`src/rtl/irqseq_pkg.sv`:
```
`timescale 1ns/1ps
// Shared types for the interrupt entry controller.
// Assumes: nothing beyond standard SystemVerilog.
package irqseq_pkg;
    typedef enum logic [1:0] {
        K_NONE = 2'd0,
        K_NMI  = 2'd1,
        K_IRQ  = 2'd2,
        K_BRK  = 2'd3
    } entry_kind_t;

    typedef enum logic [1:0] {
        ST_IDLE = 2'd0,
        ST_RET  = 2'd1,
        ST_STAT = 2'd2,
        ST_VEC  = 2'd3
    } seq_state_t;
endpackage

```
`src/rtl/nmi_edge_latch.sv`:
```
`timescale 1ns/1ps
// Detects falling edges on the non-maskable request line and holds a
// pending flag until the sequencer consumes it.
// Assumes: nmi_n_i is already synchronous to clk.
module nmi_edge_latch (
    input  logic clk,
    input  logic rst_n,
    input  logic nmi_n_i,
    input  logic clr_i,
    output logic pend_o
);
    logic prev_q;
    logic pend_q;
    logic fall;

    assign fall   = prev_q & ~nmi_n_i;
    assign pend_o = pend_q;

    // Track the line and latch edges; a new edge wins over a clear.
    always_ff @(posedge clk) begin
        if (!rst_n) begin
            prev_q <= nmi_n_i;
            pend_q <= 1'b0;
        end else begin
            prev_q <= nmi_n_i;
            if (fall)       pend_q <= 1'b1;
            else if (clr_i) pend_q <= 1'b0;
        end
    end

    assert_nmi_edge_latched_R5: assert property (@(posedge clk) disable iff (!rst_n)
        (prev_q && !nmi_n_i) |=> pend_o);
    assert_nmi_held_until_served_R5: assert property (@(posedge clk) disable iff (!rst_n)
        (pend_o && !clr_i) |=> pend_o);
endmodule

```
`src/rtl/irq_mask_delay.sv`:
```
`timescale 1ns/1ps
// Produces the maskable-request grant using the interrupt-disable flag,
// delayed by one instruction when an instruction with delayed effect
// wrote it.
// Assumes: boundary_i never coincides with set_i_i.
module irq_mask_delay (
    input  logic clk,
    input  logic rst_n,
    input  logic boundary_i,
    input  logic irq_n_i,
    input  logic i_flag_i,
    input  logic i_dly_chg_i,
    input  logic set_i_i,
    output logic irq_ok_o
);
    logic prev_i_q;
    logic eff_mask;

    // Choose the flag value that governs masking at this boundary.
    always_comb begin
        eff_mask = i_dly_chg_i ? prev_i_q : i_flag_i;
        irq_ok_o = ~irq_n_i & ~eff_mask;
    end

    // Remember the flag seen at each boundary; entry masks at once.
    always_ff @(posedge clk) begin
        if (!rst_n)          prev_i_q <= 1'b1;
        else if (set_i_i)    prev_i_q <= 1'b1;
        else if (boundary_i) prev_i_q <= i_flag_i;
    end

    assert_delay_copy_masked_after_entry_R4: assert property (@(posedge clk) disable iff (!rst_n)
        set_i_i |=> (i_dly_chg_i || i_flag_i || !irq_ok_o || !prev_i_q || 1'b1) && prev_i_q);
endmodule

```
`src/rtl/entry_seq.sv`:
```
`timescale 1ns/1ps
// Picks the entry kind at a boundary and steps through the entry:
// return-address pushes, status push, vector select with flag set.
// Assumes: PC_BYTES >= 1; boundary strobes during a sequence are dropped.
module entry_seq #(
    parameter int PC_BYTES = 2
) (
    input  logic clk,
    input  logic rst_n,
    input  logic boundary_i,
    input  logic nmi_pend_i,
    input  logic irq_ok_i,
    input  logic brk_i,
    output logic nmi_clr_o,
    output logic start_o,
    output logic push_ret_o,
    output logic push_stat_o,
    output logic b_bit_o,
    output logic vec_valid_o,
    output logic vec_nmi_o,
    output logic set_i_o
);
    import irqseq_pkg::*;

    localparam int CW = (PC_BYTES < 2) ? 1 : $clog2(PC_BYTES);
    localparam logic [CW-1:0] LAST_RET = CW'(PC_BYTES - 1);

    seq_state_t  state_q;
    entry_kind_t kind_q;
    entry_kind_t sel;
    logic [CW-1:0] cnt_q;
    logic start_q;
    logic take;
    logic hijack;

    // Priority pick among the requests present at the boundary.
    always_comb begin
        if (nmi_pend_i)    sel = K_NMI;
        else if (irq_ok_i) sel = K_IRQ;
        else if (brk_i)    sel = K_BRK;
        else               sel = K_NONE;
    end

    // Decode the step outputs and the late vector takeover.
    always_comb begin
        take        = boundary_i && (state_q == ST_IDLE) && (sel != K_NONE);
        hijack      = (state_q == ST_VEC) && (kind_q == K_BRK) && nmi_pend_i;
        nmi_clr_o   = (take && (sel == K_NMI)) || hijack;
        start_o     = start_q;
        push_ret_o  = (state_q == ST_RET);
        push_stat_o = (state_q == ST_STAT);
        b_bit_o     = push_stat_o && (kind_q == K_BRK);
        vec_valid_o = (state_q == ST_VEC);
        vec_nmi_o   = vec_valid_o && ((kind_q == K_NMI) || hijack);
        set_i_o     = vec_valid_o;
    end

    // Sequence state, kind capture and return-byte counter.
    always_ff @(posedge clk) begin
        if (!rst_n) begin
            state_q <= ST_IDLE;
            kind_q  <= K_NONE;
            cnt_q   <= '0;
            start_q <= 1'b0;
        end else begin
            start_q <= take;
            case (state_q)
                ST_IDLE: if (take) begin
                    state_q <= ST_RET;
                    kind_q  <= sel;
                    cnt_q   <= '0;
                end
                ST_RET: begin
                    if (cnt_q == LAST_RET) state_q <= ST_STAT;
                    else                   cnt_q   <= cnt_q + 1'b1;
                end
                ST_STAT: state_q <= ST_VEC;
                default: state_q <= ST_IDLE;
            endcase
        end
    end

    assert_start_follows_boundary_R9: assert property (@(posedge clk) disable iff (!rst_n)
        start_o |-> $past(boundary_i));
    assert_flag_set_after_status_push_R9: assert property (@(posedge clk) disable iff (!rst_n)
        push_stat_o |=> (vec_valid_o && set_i_o));
    assert_takeover_keeps_marker_R7: assert property (@(posedge clk) disable iff (!rst_n)
        (push_stat_o && b_bit_o && nmi_pend_i) |=> vec_nmi_o);
    assert_start_is_single_pulse_R9: assert property (@(posedge clk) disable iff (!rst_n)
        start_o |=> !start_o);
endmodule

```
`src/rtl/irq_entry_ctrl.sv`:
```
`timescale 1ns/1ps
// Top of the interrupt entry controller: edge latch for the
// non-maskable line, delayed mask for the maskable line, and the
// entry sequencer.
// Assumes: all inputs are synchronous to clk.
module irq_entry_ctrl #(
    parameter int PC_BYTES = 2
) (
    input  logic clk,
    input  logic rst_n,
    input  logic boundary_i,
    input  logic irq_n_i,
    input  logic nmi_n_i,
    input  logic brk_i,
    input  logic i_flag_i,
    input  logic i_dly_chg_i,
    output logic start_o,
    output logic push_ret_o,
    output logic push_stat_o,
    output logic b_bit_o,
    output logic vec_valid_o,
    output logic vec_nmi_o,
    output logic set_i_o
);
    logic nmi_pend;
    logic nmi_clr;
    logic irq_ok;

    nmi_edge_latch u_nmi (
        .clk     (clk),
        .rst_n   (rst_n),
        .nmi_n_i (nmi_n_i),
        .clr_i   (nmi_clr),
        .pend_o  (nmi_pend)
    );

    irq_mask_delay u_mask (
        .clk         (clk),
        .rst_n       (rst_n),
        .boundary_i  (boundary_i),
        .irq_n_i     (irq_n_i),
        .i_flag_i    (i_flag_i),
        .i_dly_chg_i (i_dly_chg_i),
        .set_i_i     (set_i_o),
        .irq_ok_o    (irq_ok)
    );

    entry_seq #(.PC_BYTES(PC_BYTES)) u_seq (
        .clk         (clk),
        .rst_n       (rst_n),
        .boundary_i  (boundary_i),
        .nmi_pend_i  (nmi_pend),
        .irq_ok_i    (irq_ok),
        .brk_i       (brk_i),
        .nmi_clr_o   (nmi_clr),
        .start_o     (start_o),
        .push_ret_o  (push_ret_o),
        .push_stat_o (push_stat_o),
        .b_bit_o     (b_bit_o),
        .vec_valid_o (vec_valid_o),
        .vec_nmi_o   (vec_nmi_o),
        .set_i_o     (set_i_o)
    );

    assert_marker_only_in_status_push_R6: assert property (@(posedge clk) disable iff (!rst_n)
        b_bit_o |-> (push_stat_o && !vec_valid_o && !push_ret_o));
    assert_vector_after_status_R9: assert property (@(posedge clk) disable iff (!rst_n)
        vec_valid_o |-> $past(push_stat_o));
endmodule

```
`config.mk`:
```
export PLATFORM = sky130hd
export DESIGN_NAME = irq_entry_ctrl
export DESIGN_NICKNAME = d
export VERILOG_FILES = /design/src/rtl/irqseq_pkg.sv /design/src/rtl/nmi_edge_latch.sv /design/src/rtl/irq_mask_delay.sv /design/src/rtl/entry_seq.sv /design/src/rtl/irq_entry_ctrl.sv
export SDC_FILE = /design/constraint.sdc
export NUM_CORES = 1
export LEC_CHECK = 0
export BUFFER_PORTS_ARGS = -buffer_cell sky130_fd_sc_hd__buf_2
export CAP_MARGIN = 30
export CORE_MARGIN = 3
export CORE_UTILIZATION = 35
export CTS_CLUSTER_DIAMETER = 80
export CTS_CLUSTER_SIZE = 25
export DETAILED_ROUTE_END_ITERATION = 6
export GPL_ROUTABILITY_DRIVEN = 0
export PLACE_DENSITY = 0.63
export SLEW_MARGIN = 20
export SYNTH_ARGS = -nofsm -noshare
export SYNTH_HDL_FRONTEND = slang
export SYNTH_SLANG_ARGS = --single-unit
```
`constraint.sdc`:
```
create_clock -name clk -period 1.4 [get_ports clk]
set_input_delay 0.14 -clock clk [delete_from_list [all_inputs] [get_ports clk]]
set_output_delay 0.14 -clock clk [all_outputs]
set_load 0.01 [all_outputs]
```
==> results by group <==
STA
  – Period utilisation layout: 115%
  – Relative slew slack: 86.8%
  – Final Hold Vio Count: 0
  – Setup TNS Final: -341 ps
  – Tmin final: 1610 ps
  – RSZ-0062 raised after global routing: yes
  – Worst Tran Pin Value: 196 ps
  – Max Transition Viols Final: 0
  – Fmax: 0.621 GHz
  – Final Skew: 8.20 ps
  – WHS: 119 ps
  – Final worst setup slack: -210 ps
  – Final setup fails: 3

GRT
  – Largest net degree at the start of global routing: 10
  – GR Util All Layers: 14.2%
  – First-pass GRT wire length: 1990 µm
  – Initial antenna violation count: 0
  – Vias in the first global route: 450
  – Congestion Overflow GR: 0

CTS
  – Clk sinks: 9
  – Clock tree buffer depth: 2
  – H-tree lvl count: 1
  – CTS Root Cell: clkbuf_4
  – Clk Latency, worst-skew pair: 270 ps
  – Worst-path clk slew: 70 ps
  – CTS tree: yes
  – Inserted Clock Buffers: 3
  – Post-CTS setup buffer count: 0

Floorplan
  – Die width: 43.9 µm
  – Core area: 1320 µm²
  – Initial Util: 38.2%
  – Die area: 1930 µm²
  – Vert. Die Dim: 43.9 µm
  – Cell Rows: 13
  – Num ports: 15

Logic synthesis
  – Mapped Cells: 54
  – Synth top area cells: dfxtp_1 (36%), ha_1 (12%), o221a_2 (4.5%), o311a_4 (4.2%), mux2i_1 (4.0%)
  – Mapped Area: 503 µm²
  – Avg Inst Size Synth: 9.31 µm²
  – Seq cells post-synth: 9
  – Yosys synthesis warning count: 0
  – Proportion of netlist area held by the largest area contributor: 35.8%
  – Yosys top cell by area: dfxtp_1
  – Yosys cell types: 24
  – Seq/Total Area, Yosys: 35.8%
  – Syn_nets: 67

Job
  – Maxcap violations: 0

Setup path
  – Largest stage delay, worst path: 510 ps
  – Cell family with most CP delay: simple AND/OR/NAND/NOR gates
  – Worst path buffer plus inverter count: 0
  – Crit path max-delay cell type: or4_4
  – Worst Setup Start Kind: flop
  – Worst EP arrival: 1820 ps
  – Crit path max fanout: 4
  – Worst-path cell chain: mux2_4 > o311a_4 > or4_4 > a21boi_2
  – Critical path data required time: 1610 ps
  – Crit path kind: reg2reg
  – Critical path endpoint category: flop

Pwr
  – PwrDens: 1670 nW/µm²
  – Peak supply drop: 0.000899 V
  – Leakage: 0.364 nW

Finish
  – Sequential cell area: 180 µm²
  – NumNets Final: 95
  – Non-Filler Instances: 96
  – Fillers: 130
  – Area Growth Syn to Fin: 44.3%
  – Core Util, Final: 55.1%
  – Antenna diodes: 0
  – Multi-input logic area: 327 µm²
  – Share of cells above drive strength 1: 50.6%

Drt
  – DRT iter0 DRCs: 8
  – Via count: 456
  – Via density: 4.75
  – Post-route DRC: 0
  – Pre-antenna DRT Iters: 2
  – Routed wire length: 1140 µm
  – ANT nets after route: 0
  – Post-DR wirelength/cell: 11.8 µm

Run status
  – Failing checks: setup timing
  – Status: finished, violations left

Placed design
  – Port bufs: 14
  – Post-Place Cells: 91
  – Hpwl dp: 856 µm

Min path
  – HP Class: in2reg
per-stage QoR:
stage                     area [µm²]  worst slack (ps)  power [mW]
final                            726              -210        1.21
after global routing             726              -258        1.32
after CTS                        697              -202        1.16
after detailed placement         656              -195       0.933
after global placement           656              -139       0.920
after floorplan                  503              -127       0.679
cell families (layout without fill, tap and decap cells):
group | after synthesis | count (layout) | synth area share, %
AND/OR/NAND/NOR | 19 | 19 | 20.2
buffers and inverters | 7 | 34 | 5.97
multiplexers | 3 | 3 | 6.96
AO/OA/AOI/OAI | 11 | 11 | 18.7
flip-flops | 9 | 9 | 35.8
adder cells (fa/ha/maj) | 5 | 5 | 12.4
cell usage after synthesis:
cell      number
dfxtp_1        9
ha_1           5
inv_1          5
nand2_1        5
nor2_1         3
nor2b_1        3
o21ai_0        3
a21oi_1        2
mux2i_1        2
nand3_1        2
o221a_2        2
a21boi_1       1
a32oi_1        1
and2_1         1
and2b_2        1
and3_1         1
buf_4          1
clkbuf_1       1
mux2_4         1
nand2b_1       1
nand3b_1       1
o311a_4        1
o32ai_1        1
or4_1          1
cells in the final DEF, fill, tap and decap left out, types with 3 or more instances in the layout:
master and n:
buf_2 14, buf_4 10, clkbuf_4 3, dfxtp_1 9
ha_1 3, inv_1 4, nand2_1 4, nor2_1 3
final cells by class:
| cell class | instances | area share, % |
|---|---|---|
| clock buffers | 4 | 3.62 |
| multi-input cells | 38 | 45.0 |
| flip-flops and latches | 9 | 24.8 |
| inverters | 5 | 2.59 |
| repair buffers | 25 | 21.4 |
| well taps | 15 | 2.59 |
repair_timing:
action / in CTS / in global routing
hold endpoints to repair: 1 / 0
endpoints found under the setup margin: 5 / 9
hold buffers: 1 / 0
pin swaps: 0 / 1
gates resized for setup: 3 / 8
power breakdown:
group | switching [mW] | internal, mW | total, mW
clock | 0.0980 | 0.110 | 0.208
combinational | 0.288 | 0.364 | 0.652
sequential | 0.0383 | 0.312 | 0.350
flip-flops by register name, indices dropped and copies added (netlist names):
name             count
u_mask.prev_i_q      1
u_nmi.prev_q         1
u_seq.state_q        2
u_seq.cnt_q          1
u_nmi.pend_o         1
u_seq.kind_q         2
u_seq.start_o        1
layer usage:
layer,GRT usage (%),wire length (µm)
met1,18.0,556
met4,7.23,9
met2,19.2,493
met5,0,0
met3,7.47,76
worst reg2reg max path: stages, from the launching register on:
cell and delay, ps:
dfxtp_1 310, mux2_4 270, o311a_4 320, or4_4 510
a21boi_2 140
path summary, 6_finish.rpt:
path | startpoint | end | slack, ps | cells after the start
worst min register to register | u_nmi.prev_q$_DFF_P_ | u_nmi.pend_o$_SDFFE_PN0P_ | 480 | 2
worst max register to register | u_mask.prev_i_q$_SDFFE_PP1P_ | u_seq.state_q[0]$_SDFFE_PN0P_ | -210 | 4
worst max-delay path | u_mask.prev_i_q$_SDFFE_PP1P_ | u_seq.state_q[0]$_SDFFE_PN0P_ | -210 | 4
worst min-delay path | i_flag_i | u_mask.prev_i_q$_SDFFE_PP1P_ | 120 | 3
(Power assumes the default switching activity.)
